File: src/rtl/stack_alu_pkg.sv
package stack_alu_pkg;
  typedef enum logic [2:0] {
    OP_PUSH = 3'd0,
    OP_POP  = 3'd1,
    OP_ADD  = 3'd2,
    OP_SUB  = 3'd3,
    OP_MUL  = 3'd4,
    OP_DIV  = 3'd5
  } op_e;
endpackage

File: src/rtl/stack_regs.sv
module stack_regs #(
  parameter int W     = 16,
  parameter int DEPTH = 8,
  localparam int CW   = $clog2(DEPTH + 1),
  localparam int PW   = (DEPTH > 1) ? $clog2(DEPTH) : 1
) (
  input  logic          clk_i,
  input  logic          rst_ni,
  input  logic          push_i,
  input  logic          pop_i,
  input  logic          merge_i,
  input  logic [W-1:0]  wdata_i,
  output logic [W-1:0]  top_o,
  output logic [W-1:0]  next_o,
  output logic [CW-1:0] cnt_o
);
  logic [W-1:0]  mem [DEPTH];
  logic [CW-1:0] cnt_q;
  logic [PW-1:0] top_idx, nxt_idx, wr_idx;
  logic          wr_en;

  assign top_idx = PW'(cnt_q - CW'(1));
  assign nxt_idx = PW'(cnt_q - CW'(2));
  // merge overwrites the below-top slot, push writes the first free slot
  assign wr_idx  = push_i ? PW'(cnt_q) : nxt_idx;
  assign wr_en   = push_i | merge_i;

  always_ff @(posedge clk_i or negedge rst_ni) begin
    if (!rst_ni) begin
      for (int i = 0; i < DEPTH; i++) mem[i] <= '0;
    end else if (wr_en) begin
      mem[wr_idx] <= wdata_i;
    end
  end

  always_ff @(posedge clk_i or negedge rst_ni) begin
    if (!rst_ni)              cnt_q <= '0;
    else if (push_i)          cnt_q <= cnt_q + CW'(1);
    else if (pop_i | merge_i) cnt_q <= cnt_q - CW'(1);
  end

  assign top_o  = (cnt_q != '0)     ? mem[top_idx] : '0;
  assign next_o = (cnt_q >= CW'(2)) ? mem[nxt_idx] : '0;
  assign cnt_o  = cnt_q;

  a_r7_cnt_bound: assert property (@(posedge clk_i) disable iff (!rst_ni)
    cnt_q <= CW'(DEPTH));
  a_r6_one_update: assert property (@(posedge clk_i) disable iff (!rst_ni)
    $onehot0({push_i, pop_i, merge_i}));
endmodule

File: src/rtl/stack_arith.sv
module stack_arith
  import stack_alu_pkg::*;
#(
  parameter int W = 16
) (
  input  op_e          op_i,
  input  logic [W-1:0] lhs_i,
  input  logic [W-1:0] rhs_i,
  output logic [W-1:0] res_o
);
  always_comb begin
    unique case (op_i)
      OP_ADD:  res_o = lhs_i + rhs_i;
      OP_SUB:  res_o = lhs_i - rhs_i;
      OP_MUL:  res_o = lhs_i * rhs_i;  // low half only
      default: res_o = '0;
    endcase
  end
endmodule

File: src/rtl/stack_div.sv
module stack_div #(
  parameter int W  = 16,
  localparam int NW = $clog2(W + 1)
) (
  input  logic         clk_i,
  input  logic         rst_ni,
  input  logic         start_i,
  input  logic [W-1:0] dvnd_i,
  input  logic [W-1:0] dvsr_i,
  output logic         busy_o,
  output logic         done_o,
  output logic         dz_o,
  output logic [W-1:0] quot_o
);
  logic [W:0]    rem_q, r_sh, diff, rem_n;
  logic [W-1:0]  q_q, q_n, dvsr_q;
  logic [NW-1:0] cnt_q;
  logic          busy_q, dz_q, qbit;

  assign r_sh  = {rem_q[W-1:0], q_q[W-1]};
  assign diff  = r_sh - {1'b0, dvsr_q};
  assign qbit  = ~diff[W];
  assign rem_n = qbit ? diff : r_sh;
  assign q_n   = {q_q[W-2:0], qbit};

  always_ff @(posedge clk_i or negedge rst_ni) begin
    if (!rst_ni) begin
      rem_q <= '0; q_q <= '0; dvsr_q <= '0;
      cnt_q <= '0; busy_q <= 1'b0; dz_q <= 1'b0;
    end else if (start_i) begin
      rem_q  <= '0;
      q_q    <= dvnd_i;
      dvsr_q <= dvsr_i;
      cnt_q  <= NW'(W);
      busy_q <= 1'b1;
      dz_q   <= (dvsr_i == '0);
    end else if (busy_q) begin
      rem_q <= rem_n;
      q_q   <= q_n;
      cnt_q <= cnt_q - NW'(1);
      if (done_o) busy_q <= 1'b0;
    end
  end

  assign busy_o = busy_q;
  assign done_o = busy_q && (cnt_q == NW'(1));
  assign dz_o   = dz_q;
  assign quot_o = dz_q ? '1 : q_n;

  a_r5_start_idle: assert property (@(posedge clk_i) disable iff (!rst_ni)
    start_i |-> !busy_q);
  a_r4_cnt_live: assert property (@(posedge clk_i) disable iff (!rst_ni)
    busy_q |-> cnt_q != '0);
  a_r4_start_busy: assert property (@(posedge clk_i) disable iff (!rst_ni)
    start_i |=> busy_o);
endmodule

File: src/rtl/stack_alu.sv
module stack_alu
  import stack_alu_pkg::*;
#(
  parameter int W     = 16,
  parameter int DEPTH = 8,
  localparam int CW   = $clog2(DEPTH + 1)
) (
  input  logic         clk_i,
  input  logic         rst_ni,
  input  logic         cmd_valid_i,
  input  logic [2:0]   cmd_op_i,
  input  logic [W-1:0] cmd_data_i,
  output logic         busy_o,
  output logic         pop_valid_o,
  output logic [W-1:0] pop_data_o,
  output logic         ovf_o,
  output logic         unf_o,
  output logic         dz_o
);
  op_e           op;
  logic          accept, div_busy, div_done, div_dz, div_start;
  logic          push_en, pop_en, merge_en, ovf_n, unf_n;
  logic [W-1:0]  top_w, next_w, arith_res, quot_w, merge_data, wdata;
  logic [CW-1:0] cnt_w;
  logic          pop_valid_q, ovf_q, unf_q, dz_q;
  logic [W-1:0]  pop_data_q;

  assign op     = op_e'(cmd_op_i);
  assign accept = cmd_valid_i && !div_busy;

  always_comb begin
    push_en = 1'b0; pop_en = 1'b0; merge_en = 1'b0; div_start = 1'b0;
    ovf_n = 1'b0; unf_n = 1'b0;
    merge_data = arith_res;
    if (div_done) begin
      merge_en   = 1'b1;
      merge_data = quot_w;
    end else if (accept) begin
      unique case (op)
        OP_PUSH: if (cnt_w == CW'(DEPTH)) ovf_n = 1'b1; else push_en = 1'b1;
        OP_POP:  if (cnt_w == '0) unf_n = 1'b1; else pop_en = 1'b1;
        OP_ADD, OP_SUB, OP_MUL:
                 if (cnt_w < CW'(2)) unf_n = 1'b1; else merge_en = 1'b1;
        OP_DIV:  if (cnt_w < CW'(2)) unf_n = 1'b1; else div_start = 1'b1;
        default: ;
      endcase
    end
  end

  assign wdata = push_en ? cmd_data_i : merge_data;

  stack_regs #(.W(W), .DEPTH(DEPTH)) u_regs (
    .clk_i, .rst_ni,
    .push_i(push_en), .pop_i(pop_en), .merge_i(merge_en), .wdata_i(wdata),
    .top_o(top_w), .next_o(next_w), .cnt_o(cnt_w)
  );

  stack_arith #(.W(W)) u_arith (
    .op_i(op), .lhs_i(next_w), .rhs_i(top_w), .res_o(arith_res)
  );

  stack_div #(.W(W)) u_div (
    .clk_i, .rst_ni,
    .start_i(div_start), .dvnd_i(next_w), .dvsr_i(top_w),
    .busy_o(div_busy), .done_o(div_done), .dz_o(div_dz), .quot_o(quot_w)
  );

  always_ff @(posedge clk_i or negedge rst_ni) begin
    if (!rst_ni) begin
      pop_valid_q <= 1'b0; pop_data_q <= '0;
      ovf_q <= 1'b0; unf_q <= 1'b0; dz_q <= 1'b0;
    end else begin
      pop_valid_q <= pop_en;
      if (pop_en) pop_data_q <= top_w;
      ovf_q <= ovf_n;
      unf_q <= unf_n;
      dz_q  <= div_done && div_dz;
    end
  end

  assign busy_o      = div_busy;
  assign pop_valid_o = pop_valid_q;
  assign pop_data_o  = pop_data_q;
  assign ovf_o       = ovf_q;
  assign unf_o       = unf_q;
  assign dz_o        = dz_q;

  a_r5_busy_hold: assert property (@(posedge clk_i) disable iff (!rst_ni)
    div_busy && !div_done |=> $stable(cnt_w));
  a_r6_unf_keep: assert property (@(posedge clk_i) disable iff (!rst_ni)
    unf_o |-> $stable(cnt_w));
  a_r7_ovf_keep: assert property (@(posedge clk_i) disable iff (!rst_ni)
    ovf_o |-> $stable(cnt_w) && cnt_w == CW'(DEPTH));
  a_r1_pop_dec: assert property (@(posedge clk_i) disable iff (!rst_ni)
    pop_valid_o |-> cnt_w == $past(cnt_w) - CW'(1));
  a_r8_dz_top: assert property (@(posedge clk_i) disable iff (!rst_ni)
    dz_o |-> top_w == '1 && !busy_o);
endmodule

File: config.mk
export PLATFORM = sky130hd
export DESIGN_NAME = stack_alu
export DESIGN_NICKNAME = d
export VERILOG_FILES = /design/src/rtl/stack_alu_pkg.sv /design/src/rtl/stack_regs.sv /design/src/rtl/stack_arith.sv /design/src/rtl/stack_div.sv /design/src/rtl/stack_alu.sv
export SDC_FILE = /design/constraint.sdc
export NUM_CORES = 1
export LEC_CHECK = 0
export BUFFER_PORTS_ARGS = -buffer_cell sky130_fd_sc_hd__buf_2
export CORE_ASPECT_RATIO = 1.25
export CORE_MARGIN = 3
export CORE_UTILIZATION = 48
export CTS_BUF_LIST = sky130_fd_sc_hd__clkbuf_2 sky130_fd_sc_hd__clkbuf_4 sky130_fd_sc_hd__clkbuf_8
export DETAILED_ROUTE_END_ITERATION = 12
export PLACE_DENSITY_LB_ADDON = 0.05
export SYNTH_ARGS = -nofsm -noshare
export SYNTH_HDL_FRONTEND = slang
export SYNTH_SLANG_ARGS = --single-unit
File: constraint.sdc
create_clock -name clk_i -period 9.7 [get_ports clk_i]
set_clock_uncertainty 0.2 [all_clocks]
set_input_delay 0.485 -clock clk_i [delete_from_list [all_inputs] [get_ports clk_i]]
set_output_delay 0.485 -clock clk_i [all_outputs]
set_load 0.005 [all_outputs]
==> run metrics <==
status finished, final reports clean; Fin Setup TNS 0 ns; vias per inst between 5 and 6; largest net degree at the start of global routing between 80 and 90; port bufs 42; Clock Latency Late Sink ~0.57 ns; Worst-path clk slew about 0.060 ns; multi-input logic area 0.00983 mm^2; RSZ-0062 raised after global routing false; Syn Std Cell Area 0.0160 mm^2; Nets 1885; CP Max Fanout 31; # DRC 0; HP Class input port to register; hold_sp cmd_op_i[2]; ys async rst share 100%; Initial DRT Pass Iterations 5; Yosys reg bits 207; hpwl dp between 30000 and 40000 um; starting density of the core 48.9%; post-route antenna net violation count 0; Core ar. approximately 0.033 mm^2; die area 0.0356 mm^2; f_max 114 MHz; syn avg cell area a little under 10 um^2; Max H-tree Level 2; final setup fails 0; vias in the first global route 12765; worst-margin pin slew around 1.0 ns; RR Startpoint u_regs.cnt_o[0]$_DFFE_PN0P_; Hold Vio Cnt, Final 0; Slew Limit Fails 0; WL final a little under 50000 um; hold path cells 2; most common cell after layout, fill and taps aside dfrtp_1; global-route wire length before repair approximately 76000 um; FF-to-FF path depth 29; TritonCTS buffer count 39; Hold-fix buffers, CTS 1; CP Class register to register; share of cells above drive strength 1 between 15 and 20%; minimum clock period roughly 8.8 ns; Vias between 10000 and 15000; initial antenna violation count 1; # rows 74; period utilization ~91%; Worst Setup EP u_regs.mem[125]$_DFFE_PN0P_; number of synthesis warnings 0; flop2flop setup slack 0.91 ns; Critical Path RT 9.90 ns; CTS Buffer Depth 3; Filler cells 3032; die width between 150 and 200 um; distinct cell type count after synthesis 72; Layout area overhead 9.52%; chip height about 210 um; crit-path max cell delay 0.73 ns; Total GRT Usage between 20% and 30%; CP dominant cell by count inv_1; Crit-path slowest cell dfrtp_4; Routed WL per cell 22.6 um; Mapped Nets 1846; CP startpoint u_regs.cnt_o[0]$_DFFE_PN0P_; CTS Root Cell clkbuf_8; register area 0.00519 mm^2; Critical Path End Type register; # resized after CTS 0; DR iter-0 viols 869; CTS tree yes; reg-to-reg endpoint u_regs.mem[125]$_DFFE_PN0P_; Setup Fix Bufs, Post-CTS 0; EDFF count, synth 0; Ports 43; max cap viols 0; CTS Sinks about 210; Startpoint Class register; grt ovf 0; commonest non-fill, non-tap cells in the layout dfrtp_1, nand2_1, nor2_1, inv_1, o21ai_0; Placer Congestion between 0.9 and 1; Critical Path AT 8.99 ns; Top FF cell, synth dfrtp_1; Util after Layout between 50% and 60%; Post-Syn Instances between 1500 and 2000; Seq/Total Area, Yosys approximately a third; Rel. slew slack a little under a third
[sequential cells by signal, indices dropped and copies added (netlist names)]
signal / count
u_div.busy_o: 1
pop_data_o: 16
pop_valid_o: 1
u_div.dvsr_q: 16
u_div.q_q: 16
u_div.dz_o: 1
u_regs.cnt_o: 4
ovf_o: 1
u_div.rem_q: 16
unf_o: 1
dz_o: 1
u_regs.mem: 128
u_div.cnt_q: 5
[cell type report]
class / count / area share, %
Timing Repair Buffer: 89 / 3.34
Clock buffer: 56 / 4.21
Sequential cell: 207 / 29.5
Inverter: 158 / 3.38
Multi-Input combinational cell: 1196 / 56.0
Tap cell: 418 / 2.98
Clock inverter: 11 / 0.506
Antenna cell: 1 / 0.0143
[metal layers]
layer | wire length [um] | global-route usage [%]
met2 | 23900 | 46.9
met4 | 1910 | 10.8
met1 | 20000 | 36.4
met3 | 2520 | 4.16
met5 | 0 | 0
[synthesized netlist by cell type, types with 11 or more instances]
master | count | area (um^2)
dfrtp_1 | 207 | 5180
nand2_1 | 191 | 717
nor2_1 | 175 | 657
inv_1 | 158 | 593
o21ai_0 | 113 | 566
a21oi_1 | 99 | 495
ha_1 | 90 | 1130
fa_1 | 82 | 1640
clkbuf_1 | 65 | 244
xnor2_1 | 60 | 526
mux4_2 | 49 | 1100
mux2_2 | 34 | 383
nand2b_1 | 27 | 169
nor2b_1 | 26 | 163
xor2_1 | 23 | 201
mux2i_1 | 20 | 200
a22oi_1 | 15 | 113
mux4_1 | 15 | 394
nand3_1 | 14 | 70.1
nor3_1 | 13 | 65.1
a21o_1 | 12 | 90.1
a31oi_1 | 12 | 75.1
a221oi_1 | 11 | 96.3
buf_2 | 11 | 55.1
[logic make-up (layout without fill, tap and decap cells)]
kind of cell    Yosys count  count (layout)  share of synthesized area [%]
fa+ha+maj               172             172                           17.3
flops                   207             207                           32.3
compound gates          336             336                           12.9
mux                     118             118                           13.0
other cells               0               1                              0
xor+xnor                 84              84                           4.68
buf+inv                 249             314                           6.49
simple gates            486             486                           13.3
[through the flow]
stage | worst slack [ns] | area, um^2 | std cells | hold slack [ns]
floorplan | 1.15 | 16000 | 1652 | -0.0106
global placement | 1.05 | 16700 | 2067 | 0.258
detailed placement | 0.934 | 16700 | 2067 | 0.265
CTS | 0.877 | 17600 | 2135 | 0.0425
global route | 0.263 | 17600 | 2136 | 0.0639
finish | 0.910 | 17600 | 2136 | 0.0753
[worst min-delay path by stage]
stage	to	slack [ns]
2_1_floorplan	dz_o$_DFF_PN0_	-0.01
3_3_place_gp	pop_data_o[13]$_DFFE_PN0P_	0.26
3_5_place_dp	pop_data_o[13]$_DFFE_PN0P_	0.26
4_1_cts	ovf_o$_DFF_PN0_	0.04
5_1_grt	ovf_o$_DFF_PN0_	0.06
6_report	ovf_o$_DFF_PN0_	0.08
[worst max-delay path: cells and delay by family, from the launching register on]
kind,cells,cell delay (ns)
and+or+nand+nor,5,1.39
AOI/OAI and AO/OA,8,2.57
adders and majority gates,8,2.90
buffers and inverters,7,0.69
DFF,1,0.73
xor gates and xnor gates,1,0.13
Power is not shown: default switching activity piles up to over one toggle a cycle in this logic, so the estimate is an artifact.
